<file path="config.mk">
export PLATFORM = sky130hd
export DESIGN_NAME = spi_eeprom_writer
export DESIGN_NICKNAME = d
export VERILOG_FILES = /design/src/rtl/spiwr_pkg.sv /design/src/rtl/spiwr_shift.sv /design/src/rtl/spi_eeprom_writer.sv
export SDC_FILE = /design/constraint.sdc
export NUM_CORES = 1
export LEC_CHECK = 0
export BUFFER_PORTS_ARGS = -buffer_cell sky130_fd_sc_hd__buf_2
export CAP_MARGIN = 20
export CORE_UTILIZATION = 65
export CTS_CLUSTER_DIAMETER = 40
export DETAILED_ROUTE_END_ITERATION = 8
export HOLD_SLACK_MARGIN = 0.08
export PLACE_DENSITY = 0.88
export REMOVE_ABC_BUFFERS = 1
export SYNTH_ARGS = -nofsm -noshare
export SYNTH_HDL_FRONTEND = slang
export SYNTH_SLANG_ARGS = --single-unit
</file>
<file path="constraint.sdc">
create_clock -name clk -period 6.9 [get_ports clk]
set_input_delay 0.69 -clock clk [delete_from_list [all_inputs] [get_ports clk]]
set_output_delay 0.69 -clock clk [all_outputs]
set_load 0.02 [all_outputs]
</file>
<file path="src/rtl/spiwr_pkg.sv">
package spiwr_pkg;

    typedef enum logic [3:0] {
        ST_IDLE,
        ST_TOG_HI,
        ST_TOG_LO,
        ST_POLL_OP,
        ST_POLL_IN,
        ST_WREN,
        ST_WR_OP,
        ST_WR_ADDR,
        ST_WR_WAIT,
        ST_WR_DATA,
        ST_SETTLE
    } seq_state_e;

    localparam logic [7:0] OPC_STATUS  = 8'h05;
    localparam logic [7:0] OPC_WEN     = 8'h06;
    localparam logic [7:0] OPC_WRITE   = 8'h02;
    localparam logic [7:0] OPC_HI_ADDR = 8'h08;

    function automatic logic [15:0] swap_bytes(input logic [15:0] w);
        return {w[7:0], w[15:8]};
    endfunction

endpackage

</file>
<file path="src/rtl/spiwr_shift.sv">
module spiwr_shift #(
    parameter int HALF_CLKS = 2,
    parameter int MAX_BITS  = 16,
    parameter int BW        = $clog2(MAX_BITS + 1)
) (
    input  logic                clk,
    input  logic                rst_n,
    input  logic                go,
    input  logic                send,
    input  logic [MAX_BITS-1:0] tx,
    input  logic [BW-1:0]       nbits,
    input  logic                miso,
    output logic                sck,
    output logic                mosi,
    output logic                fin,
    output logic [MAX_BITS-1:0] rx
);
    localparam int HW = $clog2(HALF_CLKS + 1);

    typedef struct packed {
        logic                active;
        logic                high;
        logic [HW-1:0]       tmr;
        logic [BW-1:0]       left;
        logic [MAX_BITS-1:0] sh;
        logic [MAX_BITS-1:0] rx;
        logic                send;
        logic                fin;
    } shift_t;

    shift_t s_d, s_q;

    always_comb begin
        s_d     = s_q;
        s_d.fin = 1'b0;
        if (!s_q.active) begin
            if (go) begin
                s_d.active = 1'b1;
                s_d.high   = 1'b0;
                s_d.tmr    = '0;
                s_d.left   = nbits;
                s_d.sh     = tx << (BW'(MAX_BITS) - nbits);
                s_d.send   = send;
                s_d.rx     = '0;
            end
        end else if (s_q.tmr == HW'(HALF_CLKS - 1)) begin
            s_d.tmr = '0;
            if (!s_q.high) begin
                s_d.high = 1'b1;
            end else begin
                s_d.high = 1'b0;
                s_d.rx   = {s_q.rx[MAX_BITS-2:0], miso};
                s_d.sh   = s_q.sh << 1;
                s_d.left = s_q.left - 1'b1;
                if (s_q.left == BW'(1)) begin
                    s_d.active = 1'b0;
                    s_d.fin    = 1'b1;
                end
            end
        end else begin
            s_d.tmr = s_q.tmr + 1'b1;
        end
    end

    always_ff @(posedge clk or negedge rst_n) begin
        if (!rst_n) s_q <= '0;
        else        s_q <= s_d;
    end

    assign sck  = s_q.active & s_q.high;
    assign mosi = s_q.active & s_q.send & s_q.sh[MAX_BITS-1];
    assign fin  = s_q.fin;
    assign rx   = s_q.rx;


    mosi_hold_chk: assert property (@(posedge clk) disable iff (!rst_n)
        (sck && $past(sck)) |-> $stable(mosi));

endmodule

</file>
<file path="src/rtl/spi_eeprom_writer.sv">
module spi_eeprom_writer
    import spiwr_pkg::*;
#(
    parameter int WORD_SIZE   = 512,
    parameter int ADDR_BITS   = 8,
    parameter int OP_BITS     = 8,
    parameter int PAGE_BYTES  = 16,
    parameter int HALF_CLKS   = 2,
    parameter int POLL_LIMIT  = 16,
    parameter int SETTLE_CLKS = 1000,
    parameter int IDX_W       = 16
) (
    input  logic             clk,
    input  logic             rst_n,
    input  logic             start,
    input  logic [IDX_W-1:0] first_word,
    input  logic [IDX_W-1:0] word_count,
    input  logic [15:0]      wr_data,
    input  logic             wr_valid,
    output logic             wr_ready,
    output logic             done,
    output logic             error,
    output logic             spi_cs_n,
    output logic             spi_sck,
    output logic             spi_mosi,
    input  logic             spi_miso
);
    localparam int SHW = 16;
    localparam int BW  = $clog2(SHW + 1);
    localparam int PW  = $clog2(POLL_LIMIT + 1);
    localparam int TW  = $clog2(SETTLE_CLKS + HALF_CLKS + 1);

    typedef struct packed {
        seq_state_e       st;
        seq_state_e       ret;
        logic             cs_n;
        logic [IDX_W-1:0] widx;
        logic [IDX_W-1:0] left;
        logic [PW-1:0]    polls;
        logic [TW-1:0]    tmr;
        logic [15:0]      word;
        logic             go;
        logic             send;
        logic [15:0]      tx;
        logic [BW-1:0]    nbits;
        logic             issued;
        logic             done;
        logic             error;
    } seq_t;

    seq_t r_d, r_q;

    logic            sh_fin;
    logic [SHW-1:0]  sh_rx;
    logic            bad_req;
    logic [IDX_W:0]  next_byte;
    logic [7:0]      wr_opc;

    assign bad_req = (32'(first_word) >= 32'(WORD_SIZE)) || (word_count == '0) ||
                     (32'(word_count) > (32'(WORD_SIZE) - 32'(first_word)));
    assign next_byte = {r_q.widx + 1'b1, 1'b0};
    assign wr_opc = OPC_WRITE |
        (((ADDR_BITS == 8) && (32'(r_q.widx) >= 32'd128)) ? OPC_HI_ADDR : 8'h00);

    always_comb begin
        r_d       = r_q;
        r_d.go    = 1'b0;
        r_d.done  = 1'b0;
        r_d.error = 1'b0;
        case (r_q.st)
            ST_IDLE: if (start) begin
                if (bad_req) begin
                    r_d.error = 1'b1;
                end else begin
                    r_d.widx  = first_word;
                    r_d.left  = word_count;
                    r_d.polls = '0;
                    r_d.tmr   = '0;
                    r_d.ret   = ST_POLL_OP;
                    r_d.st    = ST_TOG_HI;
                end
            end
            ST_TOG_HI: begin
                r_d.cs_n = 1'b1;
                if (r_q.tmr == TW'(HALF_CLKS - 1)) begin
                    r_d.tmr = '0;
                    r_d.st  = ST_TOG_LO;
                end else r_d.tmr = r_q.tmr + 1'b1;
            end
            ST_TOG_LO: begin
                r_d.cs_n = 1'b0;
                if (r_q.tmr == TW'(HALF_CLKS - 1)) begin
                    r_d.tmr = '0;
                    r_d.st  = r_q.ret;
                end else r_d.tmr = r_q.tmr + 1'b1;
            end
            ST_POLL_OP, ST_WREN, ST_WR_OP, ST_WR_ADDR, ST_WR_DATA, ST_POLL_IN: begin
                if (!r_q.issued) begin
                    r_d.go     = 1'b1;
                    r_d.issued = 1'b1;
                    r_d.send   = (r_q.st != ST_POLL_IN);
                    case (r_q.st)
                        ST_POLL_OP: begin r_d.tx = 16'(OPC_STATUS); r_d.nbits = BW'(OP_BITS); end
                        ST_POLL_IN: begin r_d.tx = '0;              r_d.nbits = BW'(8); end
                        ST_WREN:    begin r_d.tx = 16'(OPC_WEN);    r_d.nbits = BW'(OP_BITS); end
                        ST_WR_OP:   begin r_d.tx = 16'(wr_opc);     r_d.nbits = BW'(OP_BITS); end
                        ST_WR_ADDR: begin r_d.tx = 16'({r_q.widx, 1'b0}); r_d.nbits = BW'(ADDR_BITS); end
                        default:    begin r_d.tx = r_q.word;        r_d.nbits = BW'(16); end
                    endcase
                end else if (sh_fin) begin
                    r_d.issued = 1'b0;
                    case (r_q.st)
                        ST_POLL_OP: r_d.st = ST_POLL_IN;
                        ST_POLL_IN: begin
                            if (!sh_rx[0]) begin
                                r_d.polls = '0;
                                r_d.ret   = ST_WREN;
                                r_d.st    = ST_TOG_HI;
                            end else if (r_q.polls == PW'(POLL_LIMIT - 1)) begin
                                r_d.cs_n  = 1'b1;
                                r_d.error = 1'b1;
                                r_d.st    = ST_IDLE;
                            end else begin
                                r_d.polls = r_q.polls + 1'b1;
                                r_d.ret   = ST_POLL_OP;
                                r_d.st    = ST_TOG_HI;
                            end
                        end
                        ST_WREN: begin
                            r_d.ret = ST_WR_OP;
                            r_d.st  = ST_TOG_HI;
                        end
                        ST_WR_OP:   r_d.st = ST_WR_ADDR;
                        ST_WR_ADDR: r_d.st = ST_WR_WAIT;
                        default: begin
                            r_d.widx = r_q.widx + 1'b1;
                            r_d.left = r_q.left - 1'b1;
                            if (r_q.left == IDX_W'(1)) begin
                                r_d.cs_n = 1'b1;
                                r_d.tmr  = '0;
                                r_d.st   = ST_SETTLE;
                            end else if ((next_byte % (IDX_W + 1)'(PAGE_BYTES)) == '0) begin
                                r_d.ret = ST_POLL_OP;
                                r_d.st  = ST_TOG_HI;
                            end else begin
                                r_d.st = ST_WR_WAIT;
                            end
                        end
                    endcase
                end
            end
            ST_WR_WAIT: if (wr_valid) begin
                r_d.word = swap_bytes(wr_data);
                r_d.st   = ST_WR_DATA;
            end
            ST_SETTLE: begin
                if (r_q.tmr == TW'(SETTLE_CLKS - 1)) begin
                    r_d.done = 1'b1;
                    r_d.st   = ST_IDLE;
                end else r_d.tmr = r_q.tmr + 1'b1;
            end
            default: r_d.st = ST_IDLE;
        endcase
    end

    always_ff @(posedge clk or negedge rst_n) begin
        if (!rst_n) begin
            r_q      <= '0;
            r_q.st   <= ST_IDLE;
            r_q.ret  <= ST_IDLE;
            r_q.cs_n <= 1'b1;
        end else begin
            r_q <= r_d;
        end
    end

    spiwr_shift #(.HALF_CLKS(HALF_CLKS), .MAX_BITS(SHW), .BW(BW)) u_shift (
        .clk   (clk),
        .rst_n (rst_n),
        .go    (r_q.go),
        .send  (r_q.send),
        .tx    (r_q.tx),
        .nbits (r_q.nbits),
        .miso  (spi_miso),
        .sck   (spi_sck),
        .mosi  (spi_mosi),
        .fin   (sh_fin),
        .rx    (sh_rx)
    );

    assign wr_ready = (r_q.st == ST_WR_WAIT);
    assign done     = r_q.done;
    assign error    = r_q.error;
    assign spi_cs_n = r_q.cs_n;


    sck_idle_chk: assert property (@(posedge clk) disable iff (!rst_n)
        spi_cs_n |-> !spi_sck);

    done_err_excl_chk: assert property (@(posedge clk) disable iff (!rst_n)
        !(done && error));

    done_cs_chk: assert property (@(posedge clk) disable iff (!rst_n)
        done |-> spi_cs_n);

    error_cs_chk: assert property (@(posedge clk) disable iff (!rst_n)
        error |-> spi_cs_n);

    ready_sel_chk: assert property (@(posedge clk) disable iff (!rst_n)
        wr_ready |-> !spi_cs_n);

    reject_chk: assert property (@(posedge clk) disable iff (!rst_n)
        (start && r_q.st == ST_IDLE && bad_req) |=> (error && spi_cs_n));

endmodule

</file>
## Yosys cells after proc, flatten, opt, wreduce, memory -nomap -nowiden

Index checks and enable logic that the tools add are counted.

- Bits in registers: 140
- Bits in latches: 0
- RAM bits: 0
- Memory bits (read-only): 0
- Logic and storage cells: 170
- Memories kept: 0

- Add/subtract/negate cells: 8
- Multipliers: 0
- Div/mod/pow operators: 0
- $lt $le $gt $ge: 3
- Equal/unequal tests: 40
- Shifts and indexed selects: 1
- Muxes and demuxes: 65
- Bitwise logic cells: 5
- Reductions and logical operators: 25

Operator list:

| kind | count |
|---|---|
| 56-bit 2-to-1 mux | 2 |
| 21-bit one-hot mux with 5 select lines | 1 |
| 47-bit 2-to-1 mux | 2 |
| 37-bit 2-to-1 mux | 2 |
| 37-bit one-hot mux with 2 select lines | 1 |
| 42-bit 2-to-1 mux | 1 |
| 41-bit 2-to-1 mux | 1 |
| 10-bit 2-to-1 mux | 4 |
| 4-bit 2-to-1 mux | 10 |
| 10-bit one-hot mux with 4 select lines | 1 |
| 16-bit by 32-bit > comparator with 1-bit output | 1 |
| 32-bit 2-to-1 mux | 1 |
| 2-bit inequality test, second input constant | 15 |
| 24-bit 2-to-1 mux | 1 |
| 4-bit one-hot mux with 6 select lines | 1 |
| 23-bit 2-to-1 mux | 1 |
| 1-bit 2-to-1 mux | 22 |
| 5-bit 2-to-1 mux | 4 |
| 4-bit one-hot mux with 5 select lines | 1 |
| 17-bit zero test | 1 |
| 10-bit by 16-bit subtractor with 17-bit output, first input constant | 1 |
| 16-bit by 1-bit adder with 16-bit output, second input constant | 1 |
| 16-bit by 1-bit == test with 1-bit output, second input constant | 1 |
| 4-bit by 3-bit == test with 1-bit output, second input constant | 4 |
| 47 further kinds | 67 |

## Logic depth before layout (Yosys ltp)

- Depth in word-level cells: 8
- Gate-level depth with buffers: 17

## Hierarchy

A second synthesis with hierarchy kept.

- Cells, all modules: 997
- Area total of the unflattened synthesis: 8755.9 um2

Modules (own cells, without submodules):

| module | times used | cells an instance | area each (um2) | seq. area each (um2) |
|---|---|---|---|---|
| spi_eeprom_writer | 1 | 689 | 6033.3 | 2353.5 |
| spiwr_shift | 1 | 308 | 2722.6 | 1076.0 |

## Least setup slack after synthesis

OpenSTA, ideal clock, no wires.

- Kind: input to register
- Start: in first_word[1]
- End: reg r_q[52] (netlist name)
- Library setup time: 125 ps
- Arrival time: 3704 ps
- Data required time: 6775 ps
- Path slack: 3071 ps
- Stages: 14
- Cells stage by stage: or4_4 o31ai_2 nand2_2 nor3_1 xor2_1 ha_1 a21oi_1 o21ai_0 a21o_1 a211oi_1 o41ai_1 or3_1 buf_2 mux2_4

- Cells in the longest elaborated chain, start to end: 5
- Elaborated cells between the ends (all ways): 7
- Those cells by class: 1 x add/sub; 2 x order compare; 1 x eq/ne; 3 x reduce/logical

Ends and longest elaborated chain:

| item | line | RTL |
|---|---|---|
| start, declared | spi_eeprom_writer.sv:16 | `input logic [IDX_W-1:0] first_word,` |
| 10-bit by 16-bit subtractor with 17-bit output or 16-bit by 10-bit greater-or-equal comparator with 1-bit output (tied branches) | spi_eeprom_writer.sv:60, spi_eeprom_writer.sv:59 |  |
| 16-bit by 32-bit > comparator with 1-bit output or 1-bit logical OR (tied branches) | spi_eeprom_writer.sv:60, spi_eeprom_writer.sv:59 |  |
| 1-bit logical OR (*) | spi_eeprom_writer.sv:59 | `assign bad_req = (32'(first_word) >= 32'(WORD_SIZE)) \|\| (word_count == '0) \|\|` |
| 2-bit inequality test (no line) (*) | - |  |
| 7-bit AND reduction (no line) (*) | - |  |
| end signal, assigned | spi_eeprom_writer.sv:173 | `r_q <= r_d;` |
| end, declared | spi_eeprom_writer.sv:51 | `seq_t r_d, r_q;` |

Every way passes the cells marked *; elsewhere a longest branch is shown, timed or not.
A chain may end at the register's enable or synchronous reset.

## Worst setup path after layout

- Start: in first_word[5]
- End: reg r_q[57] (netlist name)

- Cells in the longest elaborated chain, start to end: 5
- Elaborated cells between the ends (all ways): 7
- Those cells by class: 1 x add/sub; 2 x order compare; 1 x eq/ne; 3 x reduce/logical

Ends and longest elaborated chain:

| item | line |
|---|---|
| 10-bit by 16-bit subtractor with 17-bit output or 16-bit by 10-bit greater-or-equal comparator with 1-bit output (tied branches) | spi_eeprom_writer.sv:60, spi_eeprom_writer.sv:59 |
| 16-bit by 32-bit > comparator with 1-bit output or 1-bit logical OR (tied branches) | spi_eeprom_writer.sv:60, spi_eeprom_writer.sv:59 |
| 1-bit logical OR (*) | spi_eeprom_writer.sv:59 |
| 2-bit inequality test (no line) (*) | - |
| 6-bit AND reduction (no line) (*) | - |

Marked as above.

==> reports/metrics.cfg <==
[sta]
max_slew_margin_pct=36.1
tightest_slew_ns=0.956
fmax_mhz=235
report.final.slew_viol_count=0
min_period_over_period_pct=61.7
setup_viol_count_final=0
finalClockSkew_ns=0.00590
fin_crit_ns=4.26
rsz0062_at_grt=false
tns_ns=0
finalHoldViolCount=0

[power]
p_total_mw=3.05
p_leak_nw=3.69
ir_worst_vdd_mv=0.274
power_density_nw_per_um2=373

[final_layout]
finish.utilization_pct=75.6
n_antenna_cell=0
seqCellArea_sq_um=3050
final_common_cell=dfrtp_1
multi_input_area_sq_um=3870
layout-drive-gt1-share_pct=15.3
final_cell_mix=dfrtp_1, nand2_1, o21ai_0
stdcell_count=1013
fillers=725
nets=941
syn_to_final_growth_pct=13.7

[yosys]
synth_enable_flop_cells=0
synth_area_sq_um=7180
yosysTopAreaCell=dfrtp_1
synth_seq_cells=122
yosysWarnings=0
yosysUniqueCellTypes=64
yosys.area.top_type_share_pct=42.2
yosysSeqAreaShare_pct=42.5
synthCells=820
synthMuxAreaShare_pct=4.62
ys.flop_type=dfrtp_1
async_flop_share_pct=100
synthTopCellsByArea=dfrtp_1, nand2_1, ha_1
avgSynthCellArea_sq_um=8.75
synth_xor_xnor_area_share_pct=1.59
synth_compound_area_share_pct=19.9
synth-simple-area-share_pct=22.7
synth_top_family_by_area=simple AND/OR/NAND/NOR gates
synth_fa_ha_area_share_pct=4.88

[placement]
place_hpwl_um=13200
placement.io_buffers=58
dp_cells=981
gp_congestion=0.927

[routing]
drc_errors=0
vias=6716
wirelength_um=19300
drt-wirelength-per-cell_um=19.1
vias_per_cell=6.63
ant_nets=0
drt_iter0_drc=887
firstDrtPassIters=6

[floorplan]
die-width_um=107
start_util_pct=66.5
die_height_um=107
num_rows=38
fp.dieArea_sq_um=11500
io_pins=59
core_area_sq_um=10800

[setup_path]
r2r_slack_ns=3.45
cp.required_ns=7.31
slowest_stage=or4_4
r2r-start=r_q[96]$_DFFE_PN0P_
rr_worst_depth=8
worstPathCellList=buf_2 -> or4_4 -> o21ai_1 -> nand2_1 -> nor2_1 -> xor2_1 -> ha_1 -> nand4_1 -> nor2_1 -> a21o_1 -> a211oi_1 -> o41a_1 -> buf_4 -> nand2_1 -> o311ai_0
rr_endpoint=r_q[57]$_DFFE_PN0P_
cp_data_arrival_time_ns=4.67
cp-end-kind=flip-flop
crit_path_start_kind=input port
worstPathMaxFanout=24
cpPeakStageDelay_ns=0.57
worst-setup-path-type=input port to flip-flop

[clocking]
cts_buffer_depth=2
cts_made_buffers=17
h-tree-depth=4
cts.clk_slew.worst_paths_ns=0.06
clkSinkCount=122
root_buffer=clkbuf_8
ctsHoldBuffers=0
cts_tree=yes
post-cts-setup-buffers=0
ctsResizeCount=0
clock_latency_ns=0.54

[global_routing]
grt-ovfl-total=0
track_usage_pct=35.9
antenna_found_initial=0
grt_max_degree=71
grt_pass1_wl_um=32000
grt_pass1_vias=6516

[outcome]
status=finished clean

[worst_hold_path]
min_path_type=input port to asynchronous set/reset pin

[job]
cap_violations=0

[how the worst max path moves through the flow]
stage,startpoint,slack (ns),end
after floorplan,first_word[1],1.86,r_q[52]$_DFFE_PN0P_
after global placement,first_word[1],2.29,r_q[57]$_DFFE_PN0P_
after detailed placement,first_word[1],2.14,r_q[57]$_DFFE_PN0P_
after CTS,first_word[5],2.68,r_q[57]$_DFFE_PN0P_
after global routing,first_word[5],2.34,r_q[57]$_DFFE_PN0P_
final,first_word[5],2.64,r_q[57]$_DFFE_PN0P_
[registers in the layout, indices dropped and copies added (netlist names)]
name,cells
done,1
error,1
r_q,91
spi_cs_n,1
u_shift.fin,1
u_shift.rx,1
u_shift.s_q,26
[power by group]
part           internal (mW)  switching, mW  leakage (nW)
Clock                  0.608          0.317         0.301
Sequential             0.853          0.203          1.62
Combinational          0.375          0.691          1.77
Total                   1.84           1.21          3.69
[through the flow]
| stage | setup slack (ns) | hold slack (ns) | instance area [sq um] |
|---|---|---|---|
| after detailed placement | 2.14 | 0.467 | 7540 |
| after CTS | 2.68 | 0.312 | 8160 |
| after global routing | 2.34 | 0.344 | 8160 |
| after global placement | 2.29 | 0.462 | 7540 |
| after floorplan | 1.86 | 0.394 | 7000 |
| final | 2.64 | 0.281 | 8160 |
[worst max-delay path, delay by kind of cell]
kind                     cells  cell delay (ns)
adder cells (fa/ha/maj)      1             0.26
XOR/XNOR                     1             0.17
AO/OA/AOI/OAI                5             1.51
AND/OR/NAND/NOR              6             1.63
buffers and inverters        2             0.42
[synthesized netlist by cell type, drive strengths merged (4+ instances only)]
cell type	n
dfrtp	121
nand2	99
o21ai	69
nand3	61
a21oi	57
nor2	57
clkbuf	37
ha	28
a22oi	27
nor3	26
mux2	24
inv	23
nor4	17
o31ai	14
and3	13
nand4	12
o2bb2ai	12
a31oi	11
xor2	11
buf	9
nand2b	9
and2	7
o22ai	6
mux2i	5
nor3b	5
or2	5
or3	5
a211oi	4
o22a	4
o41ai	4
[kinds of logic after synthesis]
group / Yosys count
compound gates: 226
xor+xnor: 13
fa+ha+maj: 28
buf+inv: 69
flops: 122
mux: 29
simple gates: 333
[cell type report]
cell class | instances | area share (%)
Multi-Input combinational cell | 629 | 47.4
Timing Repair Buffer | 67 | 4.42
Tap cell | 140 | 2.15
Clock buffer | 26 | 6.23
Sequential cell | 122 | 37.4
Clock inverter | 6 | 1.32
Inverter | 23 | 1.06
[per-layer routing]
| metal | global-route usage, % | up-vias | wire (um) | part of all wire (%) |
|---|---|---|---|---|
| li1 | - | 3090 | - | - |
| met1 | 46.9 | 3251 | 8050 | 42 |
| met2 | 58.0 | 334 | 9420 | 49 |
| met3 | 8.57 | 41 | 1430 | 7.4 |
| met4 | 13.6 | 0 | 437 | 2.3 |
| met5 | 0 | - | 0 | 0 |
Power figures use the tool's default switching activity.
